File: config.mk
export PLATFORM = sky130hd
export DESIGN_NAME = rx_err_stats
export DESIGN_NICKNAME = d
export VERILOG_FILES = /design/src/rtl/rxes_pkg.sv /design/src/rtl/rxes_rst_sync.sv /design/src/rtl/rxes_classify.sv /design/src/rtl/rxes_fcar.sv /design/src/rtl/rxes_counter.sv /design/src/rtl/rx_err_stats.sv
export SDC_FILE = /design/constraint.sdc
export NUM_CORES = 1
export LEC_CHECK = 0
export BUFFER_PORTS_ARGS = -buffer_cell sky130_fd_sc_hd__buf_2
export CAP_MARGIN = 20
export CELL_PAD_IN_SITES_DETAIL_PLACEMENT = 1
export CELL_PAD_IN_SITES_GLOBAL_PLACEMENT = 2
export CORE_ASPECT_RATIO = 1.1
export CORE_MARGIN = 3
export CORE_UTILIZATION = 38
export CTS_BUF_LIST = sky130_fd_sc_hd__clkbuf_8
export CTS_CLUSTER_DIAMETER = 40
export DETAILED_ROUTE_END_ITERATION = 6
export PLACE_DENSITY_LB_ADDON = 0.1
export SLEW_MARGIN = 0
export SYNTH_ARGS = -nofsm -noshare
export SYNTH_HDL_FRONTEND = slang
export SYNTH_SLANG_ARGS = --single-unit
export TNS_END_PERCENT = 1
File: constraint.sdc
create_clock -name clk -period 4.4 [get_ports clk]
set_input_delay 0.44 -clock clk [delete_from_list [all_inputs] [get_ports clk]]
set_output_delay 0.44 -clock clk [all_outputs]
set_load 0.02 [all_outputs]
File: src/rtl/rxes_pkg.sv
package rxes_pkg;
  localparam int NUM_CNT   = 6;
  localparam int IDX_ALIGN = 0;
  localparam int IDX_CODE  = 1;
  localparam int IDX_FCAR  = 2;
  localparam int IDX_UNDER = 3;
  localparam int IDX_OVER  = 4;
  localparam int IDX_FRAG  = 5;

  typedef struct packed {
    logic fcs_ok;
    logic dribble;
    logic vlan;
    logic trunc;
    logic bad_sym;
  } frame_flags_t;
endpackage

File: src/rtl/rxes_rst_sync.sv
module rxes_rst_sync #(
  parameter int STAGES = 2
) (
  input  logic clk,
  input  logic rst_n,
  output logic rst_n_sync
);
  logic [STAGES-1:0] sync_q;
  logic [STAGES-1:0] sync_nxt;

  always_comb begin
    sync_nxt = {sync_q[STAGES-2:0], 1'b1};
  end

  always_ff @(posedge clk or negedge rst_n) begin
    if (!rst_n) sync_q <= '0;
    else        sync_q <= sync_nxt;
  end

  assign rst_n_sync = sync_q[STAGES-1];
endmodule

File: src/rtl/rxes_classify.sv
module rxes_classify
  import rxes_pkg::*;
#(
  parameter int LEN_W      = 16,
  parameter int MIN_LEN    = 64,
  parameter int MAX_LEN    = 1518,
  parameter int VLAN_EXTRA = 4
) (
  input  logic               eof_valid,
  input  logic [LEN_W-1:0]   len,
  input  frame_flags_t       flags,
  output logic [NUM_CNT-1:0] inc
);
  localparam int VLAN_MAX = MAX_LEN + VLAN_EXTRA;

  logic             is_short;
  logic             in_align_range;
  logic             is_long;
  logic             well_formed;
  logic [LEN_W-1:0] long_limit;

  always_comb begin
    long_limit     = flags.vlan ? LEN_W'(VLAN_MAX) : LEN_W'(MAX_LEN);
    is_short       = (len < LEN_W'(MIN_LEN));
    in_align_range = !is_short && (len <= LEN_W'(MAX_LEN));
    is_long        = (len > long_limit);
    well_formed    = !flags.dribble && !flags.bad_sym;
  end

  always_comb begin
    inc = '0;
    if (eof_valid) begin
      inc[IDX_ALIGN] = in_align_range && !flags.fcs_ok && flags.dribble;
      inc[IDX_CODE]  = flags.bad_sym;
      inc[IDX_UNDER] = is_short && flags.fcs_ok && well_formed;
      inc[IDX_OVER]  = is_long && flags.fcs_ok && well_formed && !flags.trunc;
      inc[IDX_FRAG]  = is_short && !flags.fcs_ok;
    end
  end
endmodule

File: src/rtl/rxes_fcar.sv
module rxes_fcar #(
  parameter int         NIB_W     = 4,
  parameter logic [3:0] FCAR_CODE = 4'hE
) (
  input  logic             clk,
  input  logic             rst_n,
  input  logic             mii_dv,
  input  logic             mii_er,
  input  logic [NIB_W-1:0] mii_rxd,
  input  logic             eof_valid,
  output logic             detect,
  output logic             pending,
  output logic             fc_inc
);
  logic pend_q;
  logic pend_nxt;
  logic pend_en;

  always_comb begin
    detect   = !mii_dv && mii_er && (mii_rxd == NIB_W'(FCAR_CODE));
    pend_en  = eof_valid || detect;
    pend_nxt = eof_valid ? detect : (pend_q || detect);
  end

  always_ff @(posedge clk or negedge rst_n) begin
    if (!rst_n)       pend_q <= 1'b0;
    else if (pend_en) pend_q <= pend_nxt;
  end

  assign pending = pend_q;
  assign fc_inc  = eof_valid && pend_q;
endmodule

File: src/rtl/rxes_counter.sv
module rxes_counter #(
  parameter int CNT_W = 12
) (
  input  logic             clk,
  input  logic             rst_n,
  input  logic             inc,
  input  logic             wr,
  input  logic [CNT_W-1:0] wdata,
  output logic [CNT_W-1:0] q
);
  logic [CNT_W-1:0] cnt_q;
  logic [CNT_W-1:0] cnt_nxt;
  logic             cnt_en;

  always_comb begin
    cnt_en  = wr || inc;
    cnt_nxt = wr ? wdata : (cnt_q + CNT_W'(1));
  end

  always_ff @(posedge clk or negedge rst_n) begin
    if (!rst_n)      cnt_q <= '0;
    else if (cnt_en) cnt_q <= cnt_nxt;
  end

  assign q = cnt_q;
endmodule

File: src/rtl/rx_err_stats.sv
module rx_err_stats
  import rxes_pkg::*;
#(
  parameter int LEN_W      = 16,
  parameter int CNT_W      = 12,
  parameter int ADDR_W     = 5,
  parameter int DATA_W     = 32,
  parameter int MIN_LEN    = 64,
  parameter int MAX_LEN    = 1518,
  parameter int VLAN_EXTRA = 4
) (
  input  logic              clk,
  input  logic              rst_n,
  input  logic              eof_valid,
  input  logic [LEN_W-1:0]  eof_len,
  input  logic              eof_fcs_ok,
  input  logic              eof_dribble,
  input  logic              eof_vlan,
  input  logic              eof_trunc,
  input  logic              eof_bad_sym,
  input  logic              mii_dv,
  input  logic              mii_er,
  input  logic [3:0]        mii_rxd,
  input  logic              reg_sel,
  input  logic              reg_wr,
  input  logic [ADDR_W-1:0] reg_addr,
  input  logic [DATA_W-1:0] reg_wdata,
  output logic [DATA_W-1:0] reg_rdata
);
  localparam int IDX_W = ADDR_W - 2;

  logic                            rst_n_s;
  frame_flags_t                    flags;
  logic [NUM_CNT-1:0]              cls_inc;
  logic [NUM_CNT-1:0]              inc_vec;
  logic [NUM_CNT-1:0]              wr_hit;
  logic [NUM_CNT-1:0][CNT_W-1:0]   cnt_q;
  logic                            fc_detect;
  logic                            fc_pend;
  logic                            fc_inc;
  logic [IDX_W-1:0]                reg_idx;
  logic                            addr_hit;
  logic [CNT_W-1:0]                rd_sel;
  logic [DATA_W-1:0]               rd_nxt;
  logic                            rd_en;
  logic [DATA_W-1:0]               rd_q;
  logic                            unused_wdata_hi;

  rxes_rst_sync #(.STAGES(2)) u_rst (
    .clk        (clk),
    .rst_n      (rst_n),
    .rst_n_sync (rst_n_s)
  );

  assign flags = '{fcs_ok: eof_fcs_ok, dribble: eof_dribble, vlan: eof_vlan,
                   trunc: eof_trunc, bad_sym: eof_bad_sym};

  rxes_classify #(
    .LEN_W(LEN_W), .MIN_LEN(MIN_LEN), .MAX_LEN(MAX_LEN), .VLAN_EXTRA(VLAN_EXTRA)
  ) u_cls (
    .eof_valid (eof_valid),
    .len       (eof_len),
    .flags     (flags),
    .inc       (cls_inc)
  );

  rxes_fcar #(.NIB_W(4), .FCAR_CODE(4'hE)) u_fcar (
    .clk       (clk),
    .rst_n     (rst_n_s),
    .mii_dv    (mii_dv),
    .mii_er    (mii_er),
    .mii_rxd   (mii_rxd),
    .eof_valid (eof_valid),
    .detect    (fc_detect),
    .pending   (fc_pend),
    .fc_inc    (fc_inc)
  );

  always_comb begin
    inc_vec           = cls_inc;
    inc_vec[IDX_FCAR] = fc_inc;
  end

  // Register decode: word offsets, counter index from the upper address bits
  always_comb begin
    reg_idx  = reg_addr[ADDR_W-1:2];
    addr_hit = (reg_addr[1:0] == 2'b00) && (int'(reg_idx) < NUM_CNT);
    rd_sel   = '0;
    for (int k = 0; k < NUM_CNT; k++) begin
      wr_hit[k] = reg_sel && reg_wr && addr_hit && (reg_idx == IDX_W'(k));
      if (reg_idx == IDX_W'(k)) rd_sel = cnt_q[k];
    end
  end

  for (genvar g = 0; g < NUM_CNT; g++) begin : g_cnt
    rxes_counter #(.CNT_W(CNT_W)) u_cnt (
      .clk   (clk),
      .rst_n (rst_n_s),
      .inc   (inc_vec[g]),
      .wr    (wr_hit[g]),
      .wdata (reg_wdata[CNT_W-1:0]),
      .q     (cnt_q[g])
    );
  end

  always_comb begin
    rd_en  = reg_sel && !reg_wr;
    rd_nxt = addr_hit ? {{(DATA_W-CNT_W){1'b0}}, rd_sel} : '0;
  end

  always_ff @(posedge clk or negedge rst_n_s) begin
    if (!rst_n_s)   rd_q <= '0;
    else if (rd_en) rd_q <= rd_nxt;
  end

  assign reg_rdata       = rd_q;
  assign unused_wdata_hi = ^reg_wdata[DATA_W-1:CNT_W];
endmodule

==> After elaboration in Yosys (flattened, before gate mapping) <==
Cells that the tools add are included.
Widths: inputs -> output; s select.
{ "classes": {"n_addsub": 6, "magnitude_cmp": 4, "eq_ne": 6, "mux": 17, "reduce_logical": 40} }
{ "op_table": {"columns": ["operator", "n"], "rows": [
  ["$mux 12", 13],
  ["$add 12x1->12 const B", 6],
  ["$logic_and 1x1->1", 23],
  ["$gt 16x16->1", 1],
  ["$le 16x11->1 const B", 1],
  ["$lt 16x7->1 const B", 1],
  ["$logic_or 1x1->1", 8],
  ["$logic_not 1->1", 7],
  ["$eq 3x2->1 const B", 2],
  ["$eq 3x3->1 const B", 2],
  ["$mux 5", 1],
  ["$eq 4x4->1 const B", 1],
  ["$eq 3x1->1 const B", 1],
  ["$logic_not 3->1", 1],
  ["$lt 3x3->1 const B", 1],
  ["$mux 3", 1],
  ["$logic_not 2->1", 1],
  ["$mux 2", 1],
  ["$mux 1", 1]
]} }
{ "totals": {"ff_bits": 107, "inputBits": 69, "out_inout_bits": 32, "elab_cells": 82} }

==> Longest topological paths before layout <==
Gate-level depths: netlist of run 1.
{ "logic_depth": {"ltp_word": 8, "mapped_depth": 9} }

==> By module <==
A second synthesis of run 1 with hierarchy kept.
{ "hier_totals": {"cells_unflattened": 625, "hier_area_um2": 5859.4} }
{ "modules_own_cells": {"columns": ["mod", "n_inst", "cells_per_inst", "area_per_inst_um2"], "rows": [
  ["rxes_counter", 6, 72, 671.9],
  ["rx_err_stats", 1, 150, 1437.6],
  ["rxes_classify", 1, 33, 252.7],
  ["rxes_fcar", 1, 7, 83.8],
  ["rxes_rst_sync", 1, 3, 53.8]
]} }

==> Worst setup path before layout of run 1 <==
No wires, ideal clock.
{ "synth_path": {"path_type": "input to register", "from": "input port eof_len[14]", "to": "register g_cnt[5].u_cnt.cnt_q[9]", "arrival_ns": 2.669, "t_required_ns": 4.331, "slack_ns": 1.662, "stages": 6, "path_buffers": 1, "path_cell_list": "or4_4 -> or4_1 -> buf_2 -> or4b_4 -> or4_1 -> nand3_1"} }
{ "synth_via": {"elab_chain_cells": 4} }
{ "synth_rtl": {"columns": ["item", "line_no", "source"], "rows": [
  ["start, declared", "rx_err_stats.sv:15", "input logic [LEN_W-1:0] eof_len,"],
  ["$lt 16x7->1", "rxes_classify.sv:24", "is_short = (len < LEN_W'(MIN_LEN));"],
  ["$logic_and 1x1->1", "rxes_classify.sv:37", "inc[IDX_FRAG] = is_short && !flags.fcs_ok;"],
  ["$mux 3", "rxes_classify.sv:32", "if (eof_valid) begin"],
  ["$logic_or 1x1->1", "rxes_counter.sv:16", "cnt_en = wr || inc;"],
  ["end signal, assigned", "rxes_counter.sv:22", "else if (cnt_en) cnt_q <= cnt_nxt;"],
  ["end, declared", "rxes_counter.sv:11", "logic [CNT_W-1:0] cnt_q;"]
]} }
No other way between the ends.
A chain may end at the register's enable or synchronous reset.

==> Worst setup path in the final report of run 1 <==
{ "layout_path": {"from": "input port eof_len[8]", "to": "register g_cnt[5].u_cnt.cnt_q[9]"} }
The elaborated chain is that of the path after synthesis.

==> insert_results.sql, run 1 <==
INSERT INTO impl_metrics (metric_group, metric, value, unit) VALUES
('job', 'max_cap_violations', '0', ''),
('synth', 'synth_area_leaders', 'sky130_fd_sc_hd__dfrtp_1 39%, sky130_fd_sc_hd__o21ai_0 5.5%, sky130_fd_sc_hd__mux4_2 4.5%', ''),
('synth', 'ys_top_cells_by_count', '87 x sky130_fd_sc_hd__dfrtp_1, 62 x sky130_fd_sc_hd__nand2_1, 61 x sky130_fd_sc_hd__o21ai_0', ''),
('power', 'combinationalPowerShare', '20.6', '%'),
('detailed_routing', 'drt-wirelength-per-cell', '21.2', 'µm'),
('power', 'static_leakage', '0.00250', 'µW'),
('place', 'placement.io_buffers', '60', ''),
('clocking', 'clock-root-buffer', 'sky130_fd_sc_hd__clkbuf_8', ''),
('detailed_routing', 'detailroute.via_count', '5005', ''),
('clocking', 'clock_path_buffers', '2', ''),
('synth', 'synth.largest_area_cell', 'sky130_fd_sc_hd__dfrtp_1', ''),
('layout', 'final_cells', '854', ''),
('die', 'top_level_ports', '101', ''),
('layout', 'n_antenna_cell', '0', ''),
('place', 'globalplace.congestion', '0.854', ''),
('worst_setup_path', 'worst_reg2reg_path_startpoint', 'g_cnt[0].u_cnt.q[0]$_DFFE_PN0P_', ''),
('worst_setup_path', 'worst-r2r-cell-count', '5', ''),
('status', 'outcome', 'finished clean', ''),
('layout', 'num-nets-final', '740', ''),
('timing', 'finClkSkew', '0.00866', 'ns'),
('clocking', 'cts_tree', 'yes', ''),
('synth', 'synth_seq_cells', '87', ''),
('min_path', 'min_from', 'mii_rxd[3]', ''),
('power', 'total_switching_power', '780', 'µW'),
('clocking', 'clkTransAtPathRegs', '0.08', 'ns'),
('timing', 'max_freq', '0.372', 'GHz'),
('synth', 'seq_area_frac_synth', '39.5', '%'),
('worst_setup_path', 'critical_path_required', '4.71', 'ns'),
('timing', 'report.final.setup_viol', '0', ''),
('worst_setup_path', 'cp.arrival', '3.00', 'ns'),
('clocking', 'clkLatencyLatePin', '0.38', 'ns'),
('timing', 'setup_tns', '0', 'ns'),
('power', 'power_density', '365', 'nW/µm²'),
('clocking', 'cts_made_buffers', '9', ''),
('timing', 'timing.final.ws_setup', '1.72', 'ns'),
('die', 'chip_height', '132', 'µm'),
('grt', 'via_count_of_the_first_global_routing_pass', '5160', ''),
('min_path', 'class_of_the_worst_hold_path', 'in2reg', ''),
('detailed_routing', 'firstDrtPassIters', '5', ''),
('timing', 'relSlewSlack', '39.6', '%'),
('worst_setup_path', 'crit_path_end_kind', 'flip-flop', ''),
('worst_setup_path', 'crit_path_start_kind', 'input port', ''),
('min_path', 'hold-path-endpoint', 'u_fcar.pending$_DFFE_PN0P_', ''),
('die', 'area_of_the_die', '16000', 'µm²'),
('die', 'floorplan.initialDensity', '39.3', '%'),
('power', 'clock_power_share', '26.4', '%'),
('die', 'die_width', '121', 'µm'),
('timing', 'finalMaxSlewViolations', '0', ''),
('detailed_routing', 'drc', '0', ''),
('min_path', 'hold_path_depth', '3', ''),
('worst_setup_path', 'crit_path_max_fanout', '10', ''),
('die', 'floorplan.rows', '45', ''),
('detailed_routing', 'route.final.wire_length', '18.1', 'mm'),
('layout', 'fraction_of_layout_cells_with_a_size_suffix_above_1', '14.9', '%'),
('timing', 'report.final.hold_viol_count', '0', ''),
('timing', 'max_slew.worst_pin.slew', '0.904', 'ns'),
('clocking', 'clock_tree.htree_level_count', '3', ''),
('grt', 'grt_first_pass_wirelength', '29.1', 'mm'),
('timing', 'final.min_clock_period', '2.68', 'ns'),
('worst_setup_path', 'ff2ff_setup_slack', '2.49', 'ns'),
('place', 'detailedPlace.worstSlack', '1.29', 'ns'),
('synth', 'post_synth_num_cell_types', '50', ''),
('timing', 'fin_crit_sh', '61.0', '%'),
('grt', 'antenna_found_initial', '0', ''),
('power', 'seqPwrFrac', '53.1', '%'),
('layout', 'filler_cell_count', '1675', ''),
('grt', 'pin_count_of_the_biggest_net_entering_global_routing', '61', ''),
('synth', 'syn_area_per_cell', '8.94', 'µm²'),
('worst_setup_path', 'path_class', 'in2reg', ''),
('die', 'core', '14000', 'µm²'),
('synth', 'yosys.area.top_type_share', '39.5', '%');
[flip-flops by register name, summed over array words and instances (netlist names)]
register,cells
u_fcar.pending,1
g_cnt.u_cnt.q,72
reg_rdata,12
u_rst.sync_q,2
[critical path: stages]
cell	delay, ns
sky130_fd_sc_hd__buf_2	0.11
sky130_fd_sc_hd__or4_1	0.61
sky130_fd_sc_hd__or4_1	0.66
sky130_fd_sc_hd__or4b_4	0.61
sky130_fd_sc_hd__or4_1	0.47
sky130_fd_sc_hd__nand3_1	0.09
[logic make-up after synthesis]
logic type | after synthesis | share of synthesized area, %
adder cells (fa/ha/maj) | 9 | 2.04
flip-flops | 87 | 39.5
buffers and inverters | 66 | 5.88
AND/OR/NAND/NOR | 243 | 23.1
other | 2 | 0.136
XOR/XNOR | 42 | 6.67
multiplexers | 19 | 6.01
AO/OA/AOI/OAI | 149 | 16.7
[per-stage QoR]
| stage | hold slack, ns | utilization, % | instance area (µm²) | power, µW |
|---|---|---|---|---|
| CTS | 0.335 | 43.6 | 6110 | 2250 |
| global route | 0.354 | 43.6 | 6110 | 2370 |
| floorplan | 0.144 | - | 5590 | 1450 |
| global placement | 0.225 | 42.1 | 5900 | 1630 |
| finish | 0.346 | 43.6 | 6110 | 2230 |
| detailed placement | 0.229 | 42.1 | 5900 | 1660 |
[timing repair]
| item | in CTS | in global routing |
|---|---|---|
| setup buffers | 0 | 0 |
| setup endpoints to repair | 0 | 0 |
| hold endpoints to repair | 2 | 0 |
| hold buffers | 1 | 0 |
[how the worst max path moves through the flow]
stage,to,cells past startpoint,slack [ns]
floorplan,g_cnt[5].u_cnt.q[9]$_DFFE_PN0P_,6,1.66
global placement,g_cnt[4].u_cnt.q[1]$_DFFE_PN0P_,6,1.37
detailed placement,g_cnt[4].u_cnt.q[9]$_DFFE_PN0P_,6,1.29
CTS,g_cnt[4].u_cnt.q[1]$_DFFE_PN0P_,6,1.70
global route,g_cnt[5].u_cnt.q[9]$_DFFE_PN0P_,6,1.64
finish,g_cnt[5].u_cnt.q[9]$_DFFE_PN0P_,6,1.72
[layout by cell type (no fill, tap or decap), types with 4 or more instances in the layout]
| master | n |
|---|---|
| sky130_fd_sc_hd__a21oi_1 | 13 |
| sky130_fd_sc_hd__inv_1 | 16 |
| sky130_fd_sc_hd__o21ai_0 | 61 |
| sky130_fd_sc_hd__and4_1 | 5 |
| sky130_fd_sc_hd__a31oi_1 | 24 |
| sky130_fd_sc_hd__conb_1 | 21 |
| sky130_fd_sc_hd__nor2_1 | 54 |
| sky130_fd_sc_hd__buf_2 | 60 |
| sky130_fd_sc_hd__nand4_1 | 19 |
| sky130_fd_sc_hd__nor4_1 | 8 |
| sky130_fd_sc_hd__dfrtp_1 | 86 |
| sky130_fd_sc_hd__ha_1 | 9 |
| sky130_fd_sc_hd__buf_4 | 4 |
| sky130_fd_sc_hd__o2111ai_1 | 4 |
| sky130_fd_sc_hd__o31ai_1 | 11 |
| sky130_fd_sc_hd__mux4_2 | 11 |
| sky130_fd_sc_hd__a22oi_1 | 22 |
| sky130_fd_sc_hd__or3_1 | 14 |
| sky130_fd_sc_hd__xnor2_1 | 20 |
| sky130_fd_sc_hd__nand3_1 | 30 |
| sky130_fd_sc_hd__and3_1 | 11 |
| sky130_fd_sc_hd__and2_1 | 6 |
| sky130_fd_sc_hd__clkbuf_8 | 11 |
| sky130_fd_sc_hd__xor2_1 | 22 |
| sky130_fd_sc_hd__nand2_1 | 62 |
| sky130_fd_sc_hd__or4_1 | 13 |
| sky130_fd_sc_hd__mux2i_1 | 5 |
[routing by layer]
| layer | track usage [%] | up-vias | routed length [µm] | part of all wire [%] |
|---|---|---|---|---|
| met1 | 30.7 | 2571 | 7970 | 44 |
| met2 | 40.9 | 80 | 9400 | 52 |
| met5 | 0 | - | 0 | 0 |
| met3 | 2.49 | 18 | 404 | 2.2 |
| met4 | 7.12 | 0 | 328 | 1.8 |
| li1 | - | 2336 | - | - |
[layout make-up]
cell class | instances | area, µm² | area share, %
clock buffer | 11 | 151 | 2.48
clock inverter | 4 | 46.3 | 0.757
timing repair buffer | 66 | 348 | 5.69
inverter | 15 | 56.3 | 0.921
tap | 188 | 235 | 3.85
multi-input combinational | 483 | 3100 | 50.6
sequential | 87 | 2180 | 35.7
[power by group through the flow]
stage | clock, µW | sequential, µW | combinational [µW]
final | 588 | 1180 | 460
after global placement | 0 | 1190 | 437
after floorplan | 0 | 1110 | 339
after CTS | 608 | 1190 | 460
after global routing | 639 | 1220 | 518
after detailed placement | 0 | 1200 | 459
No activity file was read; power rests on OpenSTA's default activity.
==> inputs of run 2 (changes only) <==
CORE_UTILIZATION = 32   (was 38)
clock period = 2.35 ns   (was 4.4 ns; I/O delays follow)
==> insert_results.sql, run 2 (synthesis results as in run 1) <==
INSERT INTO impl_metrics (metric_group, metric, value, unit) VALUES
('grt', 'antenna_found_initial', '0', ''),
('layout', 'fraction_of_layout_cells_with_a_size_suffix_above_1', '18.6', '%'),
('worst_setup_path', 'worst_reg2reg_path_startpoint', 'g_cnt[5].u_cnt.q[2]$_DFFE_PN0P_', ''),
('grt', 'global_route.usage.met2', '37.4', '%'),
('worst_setup_path', 'critical_path.n_buffers_inverters', '1', ''),
('grt', 'groute.usage.overall', '20.8', '%'),
('layout', 'areaGrowthSynthToFinish', '16.0', '%'),
('timing', 'report.final.setup_viol', '0', ''),
('timing', 'max_slew.worst_pin.slew', '0.704', 'ns'),
('place', 'placement.io_buffers', '60', ''),
('grt', 'pin_count_of_the_biggest_net_entering_global_routing', '86', ''),
('clocking', 'cts.sink_count', '87', ''),
('power', 'power.internal', '2710', 'µW'),
('detailed_routing', 'detailroute.via_count', '5016', ''),
('worst_setup_path', 'critical_path_required', '2.66', 'ns'),
('layout', 'fin_area', '6400', 'µm²'),
('power', 'power_density', '658', 'nW/µm²'),
('worst_setup_path', 'cp.arrival', '2.54', 'ns'),
('timing', 'max_freq', '0.450', 'GHz'),
('layout', 'num-nets-final', '768', ''),
('clocking', 'cts_tree', 'yes', ''),
('place', 'post_dp_cell_area', '6190', 'µm²'),
('power', 'combinationalPowerShare', '21.6', '%'),
('detailed_routing', 'avgViaCountPerCell', '5.43', ''),
('clocking', 'cts_made_buffers', '9', ''),
('worst_setup_path', 'worst_setup_path_startpoint', 'eof_len[14]', ''),
('detailed_routing', 'drt-wirelength-per-cell', '20.7', 'µm'),
('clocking', 'clock-root-buffer', 'sky130_fd_sc_hd__clkbuf_8', ''),
('clocking', 'cts.repair.resized', '0', ''),
('grt', 'grt_most_used_layer', 'met2', ''),
('die', 'core', '16600', 'µm²'),
('worst_setup_path', 'cpMaxStageDelayCell', 'sky130_fd_sc_hd__or4_1', ''),
('job', 'max_cap_violations', '0', ''),
('timing', 'finClkSkew', '0.00834', 'ns'),
('grt', 'global_route.overflow_total', '0', ''),
('power', 'clock_power_share', '26.2', '%'),
('die', 'floorplan.initialDensity', '33.2', '%'),
('clocking', 'clock_path_buffers', '2', ''),
('power', 'totalPowerFinal', '4210', 'µW'),
('worst_setup_path', 'worst_path_dominant_cell_family', 'simple AND/OR/NAND/NOR gates', ''),
('timing', 'grt_setup_unrepaired', 'no', ''),
('clocking', 'clkLatencyLatePin', '0.37', 'ns'),
('detailed_routing', 'route.final.wire_length', '19.1', 'mm'),
('worst_setup_path', 'crit_path_end_kind', 'flip-flop', ''),
('grt', 'gr-usage-met3', '2.38', '%'),
('timing', 'final.min_clock_period', '2.22', 'ns'),
('layout', 'register_area', '2180', 'µm²'),
('detailed_routing', 'firstDrtPassIters', '4', ''),
('die', 'die_width', '131', 'µm'),
('power', 'total_switching_power', '1490', 'µW'),
('layout', 'n_antenna_cell', '0', ''),
('place', 'globalplace.congestion', '0.845', ''),
('place', 'detailedPlace.worstSlack', '-0.253', 'ns'),
('power', 'p_sw_share', '35.5', '%'),
('detailed_routing', 'antenna_violating_nets_post_route', '0', ''),
('min_path', 'hold_path_depth', '3', ''),
('worst_setup_path', 'worst-r2r-cell-count', '4', ''),
('layout', 'mostFrequentLayoutCells', '86 x sky130_fd_sc_hd__dfrtp_1, 62 x sky130_fd_sc_hd__nand2_1, 61 x sky130_fd_sc_hd__o21ai_0, 61 x sky130_fd_sc_hd__buf_2, 54 x sky130_fd_sc_hd__nor2_1', ''),
('worst_setup_path', 'critPathMaxStageDelay', '0.54', 'ns'),
('die', 'floorplan.rows', '49', ''),
('grt', 'via_count_of_the_first_global_routing_pass', '5216', ''),
('layout', 'final_core_util', '38.5', '%'),
('worst_setup_path', 'crit_path_start_kind', 'input port', ''),
('die', 'top_level_ports', '101', ''),
('timing', 'report.final.hold_viol_count', '0', ''),
('power', 'static_leakage', '0.00264', 'µW'),
('worst_setup_path', 'cp_cell_sequence', 'buf_2, or4_4, or4_1, or4b_4, or4_1, nand3_1', ''),
('min_path', 'class_of_the_worst_hold_path', 'in2reg', ''),
('timing', 'fin_crit_sh', '94.6', '%'),
('layout', 'filler_cell_count', '1976', ''),
('power', 'seqPwrFrac', '52.2', '%'),
('timing', 'setup_tns', '0', 'ns'),
('timing', 'relSlewSlack', '53.0', '%'),
('detailed_routing', 'drc', '0', ''),
('timing', 'finalMaxSlewViolations', '0', ''),
('clocking', 'clkTransAtPathRegs', '0.09', 'ns'),
('clocking', 'clock_tree.htree_level_count', '3', ''),
('detailed_routing', 'first_iter_violations', '303', ''),
('timing', 'timing.final.ws_setup', '0.126', 'ns'),
('grt', 'grt_first_pass_wirelength', '30.4', 'mm'),
('place', 'place_hpwl', '14.3', 'mm'),
('worst_setup_path', 'critical_path_cell_count', '6', ''),
('layout', 'largest_register_ffs', '72', ''),
('die', 'area_of_the_die', '18800', 'µm²'),
('layout', 'multiInputGateArea', '3100', 'µm²'),
('worst_setup_path', 'path_common_cell', 'sky130_fd_sc_hd__or4_1', ''),
('power', 'maximum_ir_drop_on_the_vdd_rail', '0.000279', 'V'),
('worst_setup_path', 'crit_path_max_fanout', '2', ''),
('worst_setup_path', 'path_class', 'in2reg', ''),
('status', 'outcome', 'finished clean', ''),
('die', 'chip_height', '144', 'µm'),
('min_path', 'min_from', 'mii_rxd[3]', ''),
('layout', 'most_common_cell_after_layout_fill_and_taps_aside', 'sky130_fd_sc_hd__dfrtp_1', ''),
('grt', 'use_met1', '26.5', '%');
## run 2: metrics by stage
step / instances / hold WS [ns]
final: 924 / 0.143
after detailed placement: 907 / 0.0212
after global placement: 906 / 0.0192
after CTS: 924 / 0.120
after global routing: 924 / 0.141
after floorplan: 636 / -0.0606
## run 2: worst paths after layout
kind,to,slack [ns]
setup / recovery,g_cnt[5].u_cnt.q[9]$_DFFE_PN0P_,0.13
setup reg to reg,g_cnt[5].u_cnt.q[9]$_DFFE_PN0P_,0.52
min in group asynchronous,u_rst.sync_q[1]$_DFF_PN0_,0.18
hold / removal,u_fcar.pending$_DFFE_PN0P_,0.14
max in group asynchronous,g_cnt[5].u_cnt.q[11]$_DFFE_PN0P_,1.60
hold reg to reg,u_rst.sync_q[1]$_DFF_PN0_,0.36
## run 2: power groups by stage
stage / Combinational [µW] / Clock [µW] / Sequential [µW]
CTS: 921 / 1150 / 2210
floorplan: 635 / 0 / 2080
finish: 908 / 1100 / 2200
global placement: 874 / 0 / 2220
global route: 1030 / 1200 / 2260
detailed placement: 913 / 0 / 2240
## run 2: metal layers
metal  part of all wire, %  up-vias
met1                    44     2512
li1                      -     2390
met5                     0        -
met4                   2.3        0
met2                    50       92
met3                   3.6       22
## run 2: final cells by class
cell class | count | area share [%]
clock buffer | 10 | 2.15
clock inverter | 6 | 0.939
inverter | 15 | 0.880
multi-input combinational | 483 | 48.4
sequential | 87 | 34.1
tap | 229 | 4.48
timing repair buffer | 94 | 9.07
## run 2: repair_timing
action | in CTS | in global routing
setup buffers | 0 | 0
hold buffers | 1 | 0
hold endpoints to repair | 2 | 0
## run 2: worst reg2reg max path: stages, from the launching register on
cell	delay (ns)
sky130_fd_sc_hd__dfrtp_1	0.50
sky130_fd_sc_hd__nand2_1	0.19
sky130_fd_sc_hd__or4b_4	0.52
sky130_fd_sc_hd__or4_1	0.48
sky130_fd_sc_hd__nand3_1	0.09
